`src/rtl/slip_align_pkg.sv`:
```
package slip_align_pkg;

  typedef enum logic [1:0] {
    RX_HUNT   = 2'd0,
    RX_SETTLE = 2'd1,
    RX_LOCKED = 2'd2
  } rxStateT;

  // strobes from the receive control to the receive datapath
  typedef struct packed {
    logic slipPulse;
    logic startSettle;
    logic loadRef;
    logic clearRef;
    logic raiseCtlErr;
    logic raiseCntErr;
  } rxStrobeT;

  // compare results from the datapath back to the control
  typedef struct packed {
    logic trainHit;
    logic payloadCtl;
    logic seqOk;
    logic haveRef;
    logic settleDone;
  } rxStatusT;

endpackage

```
`src/rtl/slip_align_txseq.sv`:
```
module slip_align_txseq #(
  parameter int DATA_W = 32,
  parameter int CTL_W = 2,
  parameter logic [DATA_W-1:0] TRAIN_WORD = 32'h1234_5678,
  parameter logic [CTL_W-1:0] TRAIN_CTL = 2'b10,
  parameter logic [CTL_W-1:0] DATA_CTL = 2'b01,
  parameter int TRAIN_BEATS = 64
) (
  input  logic              clk,
  input  logic              rst,
  output logic [DATA_W-1:0] txData,
  output logic [CTL_W-1:0]  txCtl
);

  localparam int BEAT_W = $clog2(TRAIN_BEATS + 1);
  localparam logic [BEAT_W-1:0] LAST_BEAT = BEAT_W'(TRAIN_BEATS - 1);

  logic              inPayload;
  logic [BEAT_W-1:0] beatCnt;

  always_ff @(posedge clk) begin
    if (rst) begin
      inPayload <= 1'b0;
      beatCnt   <= '0;
      txData    <= TRAIN_WORD;
      txCtl     <= TRAIN_CTL;
    end else if (!inPayload) begin
      if (beatCnt == LAST_BEAT) begin
        inPayload <= 1'b1;
        txData    <= '0;
        txCtl     <= DATA_CTL;
      end else begin
        beatCnt <= beatCnt + BEAT_W'(1);
      end
    end else begin
      txData <= txData + DATA_W'(1);
    end
  end

endmodule

```
`src/rtl/slip_align_rxdp.sv`:
```
module slip_align_rxdp
  import slip_align_pkg::*;
#(
  parameter int DATA_W = 32,
  parameter int CTL_W = 2,
  parameter logic [DATA_W-1:0] TRAIN_WORD = 32'h1234_5678,
  parameter logic [CTL_W-1:0] TRAIN_CTL = 2'b10,
  parameter logic [CTL_W-1:0] DATA_CTL = 2'b01,
  parameter int SETTLE_CYC = 8
) (
  input  logic              clk,
  input  logic              rst,
  input  logic [DATA_W-1:0] rxData,
  input  logic [CTL_W-1:0]  rxCtl,
  input  rxStrobeT          strobe,
  output rxStatusT          status,
  output logic              rxBitslip,
  output logic              rxCtlErr,
  output logic              rxCntErr
);

  localparam int CNT_W = $clog2(SETTLE_CYC + 1);
  localparam logic [CNT_W-1:0] SETTLE_LOAD = CNT_W'(SETTLE_CYC - 1);

  logic [DATA_W-1:0] refWord;
  logic              haveRef;
  logic [CNT_W-1:0]  settleCnt;

  always_comb begin
    status.trainHit   = (rxData == TRAIN_WORD) && (rxCtl == TRAIN_CTL);
    status.payloadCtl = (rxCtl == DATA_CTL);
    status.seqOk      = (rxData == refWord + DATA_W'(1));
    status.haveRef    = haveRef;
    status.settleDone = (settleCnt == '0);
  end

  always_ff @(posedge clk) begin
    if (rst) begin
      refWord   <= '0;
      haveRef   <= 1'b0;
      settleCnt <= '0;
      rxBitslip <= 1'b0;
      rxCtlErr  <= 1'b0;
      rxCntErr  <= 1'b0;
    end else begin
      rxBitslip <= strobe.slipPulse;
      rxCtlErr  <= strobe.raiseCtlErr;
      rxCntErr  <= strobe.raiseCntErr;
      if (strobe.startSettle) begin
        settleCnt <= SETTLE_LOAD;
      end else if (settleCnt != '0) begin
        settleCnt <= settleCnt - CNT_W'(1);
      end
      if (strobe.clearRef) begin
        haveRef <= 1'b0;
      end else if (strobe.loadRef) begin
        refWord <= rxData;
        haveRef <= 1'b1;
      end
    end
  end

endmodule

```
`src/rtl/slip_align_rxctl.sv`:
```
module slip_align_rxctl
  import slip_align_pkg::*;
(
  input  logic     clk,
  input  logic     rst,
  input  logic     rxValid,
  input  rxStatusT status,
  output rxStrobeT strobe,
  output logic     rxAligned
);

  rxStateT state;
  rxStateT nextState;

  always_comb begin
    nextState = state;
    strobe    = '0;
    unique case (state)
      RX_HUNT: begin
        if (rxValid) begin
          if (status.trainHit) begin
            nextState       = RX_LOCKED;
            strobe.clearRef = 1'b1;
          end else begin
            nextState          = RX_SETTLE;
            strobe.slipPulse   = 1'b1;
            strobe.startSettle = 1'b1;
          end
        end
      end
      RX_SETTLE: begin
        if (status.settleDone) nextState = RX_HUNT;
      end
      RX_LOCKED: begin
        if (rxValid) begin
          if (status.payloadCtl) begin
            if (!status.haveRef || status.seqOk) begin
              strobe.loadRef = 1'b1;
            end else begin
              strobe.raiseCntErr = 1'b1;
              nextState          = RX_HUNT;
            end
          end else if (!(status.trainHit && !status.haveRef)) begin
            strobe.raiseCtlErr = 1'b1;
            nextState          = RX_HUNT;
          end
        end
      end
      default: nextState = RX_HUNT;
    endcase
  end

  always_ff @(posedge clk) begin
    if (rst) state <= RX_HUNT;
    else     state <= nextState;
  end

  assign rxAligned = (state == RX_LOCKED);

endmodule

```
`src/rtl/slip_align_top.sv`:
```
module slip_align_top
  import slip_align_pkg::*;
#(
  parameter int DATA_W = 32,
  parameter int CTL_W = 2,
  parameter logic [DATA_W-1:0] TRAIN_WORD = 32'h1234_5678,
  parameter logic [CTL_W-1:0] TRAIN_CTL = 2'b10,
  parameter logic [CTL_W-1:0] DATA_CTL = 2'b01,
  parameter int SETTLE_CYC = 8,
  parameter int TRAIN_BEATS = 64
) (
  input  logic              clk,
  input  logic              rst,
  output logic [DATA_W-1:0] txData,
  output logic [CTL_W-1:0]  txCtl,
  input  logic              rxValid,
  input  logic [DATA_W-1:0] rxData,
  input  logic [CTL_W-1:0]  rxCtl,
  output logic              rxBitslip,
  output logic              rxAligned,
  output logic              rxCtlErr,
  output logic              rxCntErr
);

  rxStrobeT strobe;
  rxStatusT status;

  slip_align_txseq #(
    .DATA_W(DATA_W), .CTL_W(CTL_W), .TRAIN_WORD(TRAIN_WORD),
    .TRAIN_CTL(TRAIN_CTL), .DATA_CTL(DATA_CTL), .TRAIN_BEATS(TRAIN_BEATS)
  ) u_tx (
    .clk(clk), .rst(rst), .txData(txData), .txCtl(txCtl)
  );

  slip_align_rxdp #(
    .DATA_W(DATA_W), .CTL_W(CTL_W), .TRAIN_WORD(TRAIN_WORD),
    .TRAIN_CTL(TRAIN_CTL), .DATA_CTL(DATA_CTL), .SETTLE_CYC(SETTLE_CYC)
  ) u_dp (
    .clk(clk), .rst(rst), .rxData(rxData), .rxCtl(rxCtl),
    .strobe(strobe), .status(status),
    .rxBitslip(rxBitslip), .rxCtlErr(rxCtlErr), .rxCntErr(rxCntErr)
  );

  slip_align_rxctl u_ctl (
    .clk(clk), .rst(rst), .rxValid(rxValid), .status(status),
    .strobe(strobe), .rxAligned(rxAligned)
  );

endmodule

```
`config.mk`:
```
export PLATFORM = sky130hd
export DESIGN_NAME = slip_align_top
export DESIGN_NICKNAME = d
export VERILOG_FILES = /design/src/rtl/slip_align_pkg.sv /design/src/rtl/slip_align_txseq.sv /design/src/rtl/slip_align_rxdp.sv /design/src/rtl/slip_align_rxctl.sv /design/src/rtl/slip_align_top.sv
export SDC_FILE = /design/constraint.sdc
export NUM_CORES = 1
export LEC_CHECK = 0
export CORE_MARGIN = 2
export CORE_UTILIZATION = 40
export CTS_BUF_LIST = sky130_fd_sc_hd__clkbuf_8
export DETAILED_ROUTE_END_ITERATION = 8
export SLEW_MARGIN = 30
export SYNTH_ARGS = -nofsm -noshare
export SYNTH_HDL_FRONTEND = slang
export SYNTH_HIERARCHICAL = 1
export SYNTH_SLANG_ARGS = --single-unit
```
`constraint.sdc`:
```
create_clock -name clk -period 4.3 [get_ports clk]
set_clock_uncertainty 0.15 [all_clocks]
set_input_delay 0.86 -clock clk [delete_from_list [all_inputs] [get_ports clk]]
set_output_delay 0.86 -clock clk [all_outputs]
set_load 0.01 [all_outputs]
```
==> results of run 1 <==
power by group through the flow:
stage | logic (mW) | registers (mW) | clock network (mW)
2_1_floorplan | 0.0811 | 0.813 | 0
3_3_place_gp | 0.144 | 0.814 | 0
3_5_place_dp | 0.148 | 0.814 | 0
4_1_cts | 0.149 | 0.796 | 0.497
5_1_grt | 0.163 | 0.798 | 0.528
6_report | 0.148 | 0.796 | 0.482
critical path, delay by kind of cell, from the launching register on:
family	cells	cell delay, ps
fa+ha+maj	1	290
xor+xnor	1	200
buf+inv	1	200
simple gates	10	2400
flops	1	440
compound gates	1	130
metrics by stage:
step	instances	setup WS, ps	hold slack, ps
after global routing	818	25.6	313
after detailed placement	804	58.9	285
after global placement	804	131	285
after CTS	818	388	300
final	818	389	302
after floorplan	611	780	299
layout by cell type (no fill, tap or decap), drive strengths merged, types with 16 or more instances in the layout:
cell type      Yosys  routed
xnor2             32      32
nand4             18      18
a21oi             59      59
inv               20      23
nor3              22      22
nor4              16      16
clkdlybuf4s50      0      73
xor2              22      22
nand2            100     100
nand3             28      28
dfxtp             84      84
nor2              31      31
cell type report:
type,instances,share of cell area (%)
Sequential cell,84,28.9
Clock buffer,9,2.13
Tap cell,147,3.16
Timing Repair Buffer,81,14.0
Multi-Input combinational cell,472,50.1
Inverter,20,1.29
Clock inverter,5,0.430
worst paths after layout:
path | from | endpoint | slack, ps | cells past startpoint
max | u_dp/refWord[1]$_SDFFE_PP0P_ | u_dp/refWord[23]$_SDFFE_PP0P_ | 390 | 14
min | u_tx/txCtl[1]$_SDFFE_PP1P_ | u_tx/txCtl[1]$_SDFFE_PP1P_ | 300 | 2
max reg2reg | u_dp/refWord[1]$_SDFFE_PP0P_ | u_dp/refWord[23]$_SDFFE_PP0P_ | 390 | 14
min reg2reg | u_tx/txCtl[1]$_SDFFE_PP1P_ | u_tx/txCtl[1]$_SDFFE_PP1P_ | 300 | 2
state kept, by name, indices dropped and copies added, names as in the netlist:
name,cells
u_tx/inPayload,1
u_dp/haveRef,1
u_ctl/state,2
u_dp/refWord,32
u_dp/rxCntErr,1
u_dp/rxCtlErr,1
u_dp/rxBitslip,1
u_dp/settleCnt,4
u_tx/beatCnt,7
u_tx/txData,32
u_tx/txCtl,2
cells by family after synthesis:
| family | synth area share [%] |
|---|---|
| buf+inv | 4.92 |
| mux | 2.46 |
| flops | 34.8 |
| fa+ha+maj | 1.03 |
| simple gates | 32.6 |
| compound gates | 14.4 |
| xor+xnor | 9.78 |
per-layer routing:
metal  vias to the layer above  track usage (%)  part of all wire [%]
li1                       2306                -                     -
met1                      2192             26.7                    48
met2                       102             31.8                    46
met3                        18             3.99                   4.8
met4                         0             7.40                   1.4
met5                         -                0                     0
==> out/metrics.yaml, run 1 <==
outcome:
  status: "finished clean"
routing:
  via_count: 4618
  routed_via_density: 5.65
  routed_wirelength_um: 12500
  first_pass_iters: 5
  postRouteAntennaNets: 0
  wl_per_cell_um: 15.3
  drt_iter0_drc: 273
  drcViolationCount: 0
synth:
  synth_most_common_cell: "nand2_1"
  synth_fp_nets: 652
  synth_area_um2: 4840
  synth_top_area_share_pct: 34.8
  ys_ff_latch: 84
  synthDistinctLibCells: 57
  synth.largest_area_cell: "dfxtp_1"
  synth_area_per_cell_um2: 7.91
  synthFlopType: "dfxtp_1"
  async_reset_ff_share_pct: 0
  synthCells: 611
  synth_edf_count: 0
  yosysSeqAreaShare_pct: 34.8
  synth_area_leaders: "dfxtp_1, nand2_1, a21oi_1"
  yosysWarnings: 6
  synth_commonest_cells: "nand2_1, dfxtp_1, a21oi_1, xnor2_1, nor2_1"
die:
  dieArea_um2: 13000
  pin_count: 75
  rows: 40
  core_um2: 11900
  die_h_um: 114
  die_x_um: 114
  initial_core_util_pct: 40.6
pwr:
  ir_drop_mv: 0.155
  clockPowerShare_pct: 33.8
  switching_share_pct: 25.8
  p_leak_nw: 1.97
  pwr-share-seq_pct: 55.8
  power_switching_mw: 0.368
  total_power_mw: 1.43
  internal_power_mw: 1.06
  combPwrFrac_pct: 10.4
  p_per_area_nw_per_um2: 245
grt:
  grt-ovfl-total: 0
  antenna_found_initial: 0
  grt_first_pass_wirelength_um: 21000
  track_usage_pct: 19.9
  grt_pass1_vias: 4325
  grt_max_degree: 71
layout:
  design_area_um2: 5820
  syn_to_final_growth_pct: 20.4
  antenna_cells: 0
  finalNetCount: 709
  area.sequential_um2: 1680
  multiInputGateArea_um2: 2920
  nFillCells: 1213
  post-route-util_pct: 48.9
  drive_gt1_share_pct: 6.11
sta:
  finalSetupViolations: 0
  timing.final.hold_violations: 0
  post-route-period-util_pct: 90.9
  rsz0062_at_grt: "no"
  period_minus_slack_ps: 3910
  slew_violations: 0
  clock.fmax_ghz: 0.256
  relSlewSlack_pct: 49.2
  tns_ps: 0
  tightestPinTransition_ps: 762
clocking:
  htree_levels: 3
  cts_resized: 0
  numCtsBuffers: 9
  cts.sinks: 84
  ctsHoldBuffers: 0
  cts_root_buf: "clkbuf_8"
  clockBufferDepth: 2
  path_clk_slew_ps: 90
  postCtsSetupBuffers: 0
  insertion_delay_ps: 370
  cts_tree: "built"
flow_run:
  maxCapViolations: 0
critical_path:
  startpoint_type: "register"
  crit_path_max_incr_delay_ps: 720
  crit_path_end_kind: "register"
  crit_path_max_fanout: 32
  slowest_stage: "or4_1"
  path_class: "register to register"
  cp_cell_sequence: "ha_1 > nand4_1 > or4_1 > nor3_1 > xnor2_1 > nand3_1 > nor4_1 > and4b_1 > nand2b_1 > nor2b_1 > nor2b_2 > buf_12 > nand2_1 > a21oi_1"
  required_ps: 4440
  arrival_ps: 4050
placed_design:
  dpl_cell_area_um2: 5670
  dp_hpwl_um: 8740
  finalWeightedCongestion: 0.893
  port_buffers: 74
min_path:
  hold_path_class: "register to register"
No activity file was read; power rests on OpenSTA's default activity.
==> inputs of run 2 (changes only) <==
Settings changed: PLACE_DENSITY set to 0.67.
==> run 2 against run 1 <==
Compared with the run above: register-to-register slack lost 50 ps; sequential cell count is the same; global-route usage shrank 0.31 points; maximum frequency shrank 1.3%; clock-buffer cell count is the same; final cell count shrank 0.24%; first-iteration DRC count shrank 24%; utilization grew 0.13 points; worst setup slack lost 52 ps; critical path depth is the same; largest cell class unchanged; largest power group unchanged.
==> out/metrics.yaml, run 2 (synthesized netlist as in run 1, its figures left out) <==
outcome:
  status: "finished clean"
clocking:
  cts_resized: 0
  ctsHoldBuffers: 0
  clockBufferDepth: 2
  cts_tree: "built"
  postCtsSetupBuffers: 0
  htree_levels: 3
  numCtsBuffers: 9
  cts_root_buf: "clkbuf_8"
  cts.sinks: 84
  insertion_delay_ps: 370
  path_clk_slew_ps: 90
critical_path:
  crit_path_max_incr_delay_ps: 700
  required_ps: 4440
  crit_path_end_kind: "register"
  crit_path_max_fanout: 32
  cp_cell_sequence: "ha_1 > nand4_1 > or4_1 > nor3_1 > xnor2_1 > nand3_1 > nor4_1 > and4b_1 > nand2b_1 > nor2b_1 > nor2b_2 > buf_12 > nand2_1 > a21oi_1"
  path_class: "register to register"
  startpoint_type: "register"
  arrival_ps: 4100
  slowest_stage: "or4_1"
grt:
  grt_pass1_vias: 4369
  grt_max_degree: 40
  grt_first_pass_wirelength_um: 20700
  antenna_found_initial: 0
  track_usage_pct: 19.6
  grt-ovfl-total: 0
die:
  die_h_um: 114
  core_um2: 11900
  dieArea_um2: 13000
  rows: 40
  pin_count: 75
  initial_core_util_pct: 40.6
  die_x_um: 114
routing:
  drcViolationCount: 0
  drt_iter0_drc: 208
  routed_via_density: 5.73
  wl_per_cell_um: 15.3
  via_count: 4674
  postRouteAntennaNets: 0
  routed_wirelength_um: 12500
  first_pass_iters: 5
pwr:
  ir_drop_mv: 0.123
  p_leak_nw: 1.95
  p_per_area_nw_per_um2: 264
layout:
  drive_gt1_share_pct: 6.28
  finalNetCount: 705
  design_area_um2: 5840
  final_common_cell: "nand2_1"
  layout_common_cells: "nand2_1, dfxtp_1, clkdlybuf4s50_1"
  syn_to_final_growth_pct: 20.7
  post-route-util_pct: 49.0
  multiInputGateArea_um2: 2920
  top_regs: "u_dp/refWord: 32 flops, u_tx/txData: 32 flops, u_tx/beatCnt: 7 flops"
  nFillCells: 1216
  antenna_cells: 0
  area.sequential_um2: 1680
sta:
  relSlewSlack_pct: 37.1
  slew_violations: 0
  hold_ws_ps: 304
  finalSetupViolations: 0
  period_minus_slack_ps: 3960
  timing.final.hold_violations: 0
  tightestPinTransition_ps: 944
  rsz0062_at_grt: "no"
  tns_ps: 0
  clock.fmax_ghz: 0.252
  post-route-period-util_pct: 92.2
  fin_ws_ps: 337
placed_design:
  finalWeightedCongestion: 0.887
  dp_hpwl_um: 8800
  dpl_worst_slack_ps: 203
  port_buffers: 74
  dpl_cell_area_um2: 5630
min_path:
  hold_path_class: "register to register"
flow_run:
  maxCapViolations: 0
-- run 2: cell count changes in the layout (fill, tap and decap cells not counted) --
| cell | change |
|---|---|
| inv_6 | +2 |
| buf_12 | -1 |
| clkinv_2 | -1 |
| buf_4 | -3 |
| clkinvlp_4 | +2 |
| inv_1 | -3 |
| inv_8 | +1 |
| bufinv_16 | +1 |
-- run 2: worst paths after layout --
check | from | endpoint | slack [ps] | depth (start not counted)
max reg2reg | u_dp/refWord[0]$_SDFFE_PP0P_ | u_dp/refWord[21]$_SDFFE_PP0P_ | 340 | 14
max | u_dp/refWord[0]$_SDFFE_PP0P_ | u_dp/refWord[21]$_SDFFE_PP0P_ | 340 | 14
min reg2reg | u_tx/txCtl[1]$_SDFFE_PP1P_ | u_tx/txCtl[1]$_SDFFE_PP1P_ | 300 | 2
min | u_tx/txCtl[1]$_SDFFE_PP1P_ | u_tx/txCtl[1]$_SDFFE_PP1P_ | 300 | 2
-- run 2: layer usage --
metal	share of wire (%)	GRT usage [%]	vias to the layer above	wire length, um
li1	-	-	2297	-
met1	45	24.9	2226	5580
met2	49	33.2	138	6120
met3	4.8	3.03	13	599
met4	1.6	8.13	0	204
met5	0	0	-	0
-- run 2: report_power, final --
group / switching (mW) / internal [mW]
Sequential: 0.00826 / 0.787
Combinational: 0.0769 / 0.0730
Clock: 0.320 / 0.277
-- run 2: critical path: cells and delay by family (launching register included) --
family / cells / cell delay, ps
AND/OR/NAND/NOR: 10 / 2400
adder cells (fa/ha/maj): 1 / 280
buffers and inverters: 1 / 200
XOR/XNOR: 1 / 210
AO/OA/AOI/OAI: 1 / 140
flip-flops: 1 / 480
-- run 2: per-stage QoR --
step	total power, mW	std cells
2_1_floorplan	0.894	611
3_3_place_gp	0.956	800
3_5_place_dp	0.962	800
4_1_cts	1.56	816
5_1_grt	1.62	816
6_report	1.54	816
-- run 2: layout make-up --
| type | count | area share, % |
|---|---|---|
| multi-input cells | 472 | 50.0 |
| flip-flops and latches | 84 | 28.8 |
| repair buffers | 77 | 13.2 |
| well taps | 147 | 3.15 |
| clock buffers | 9 | 2.12 |
| clock inverters | 7 | 1.41 |
| inverters | 20 | 1.29 |
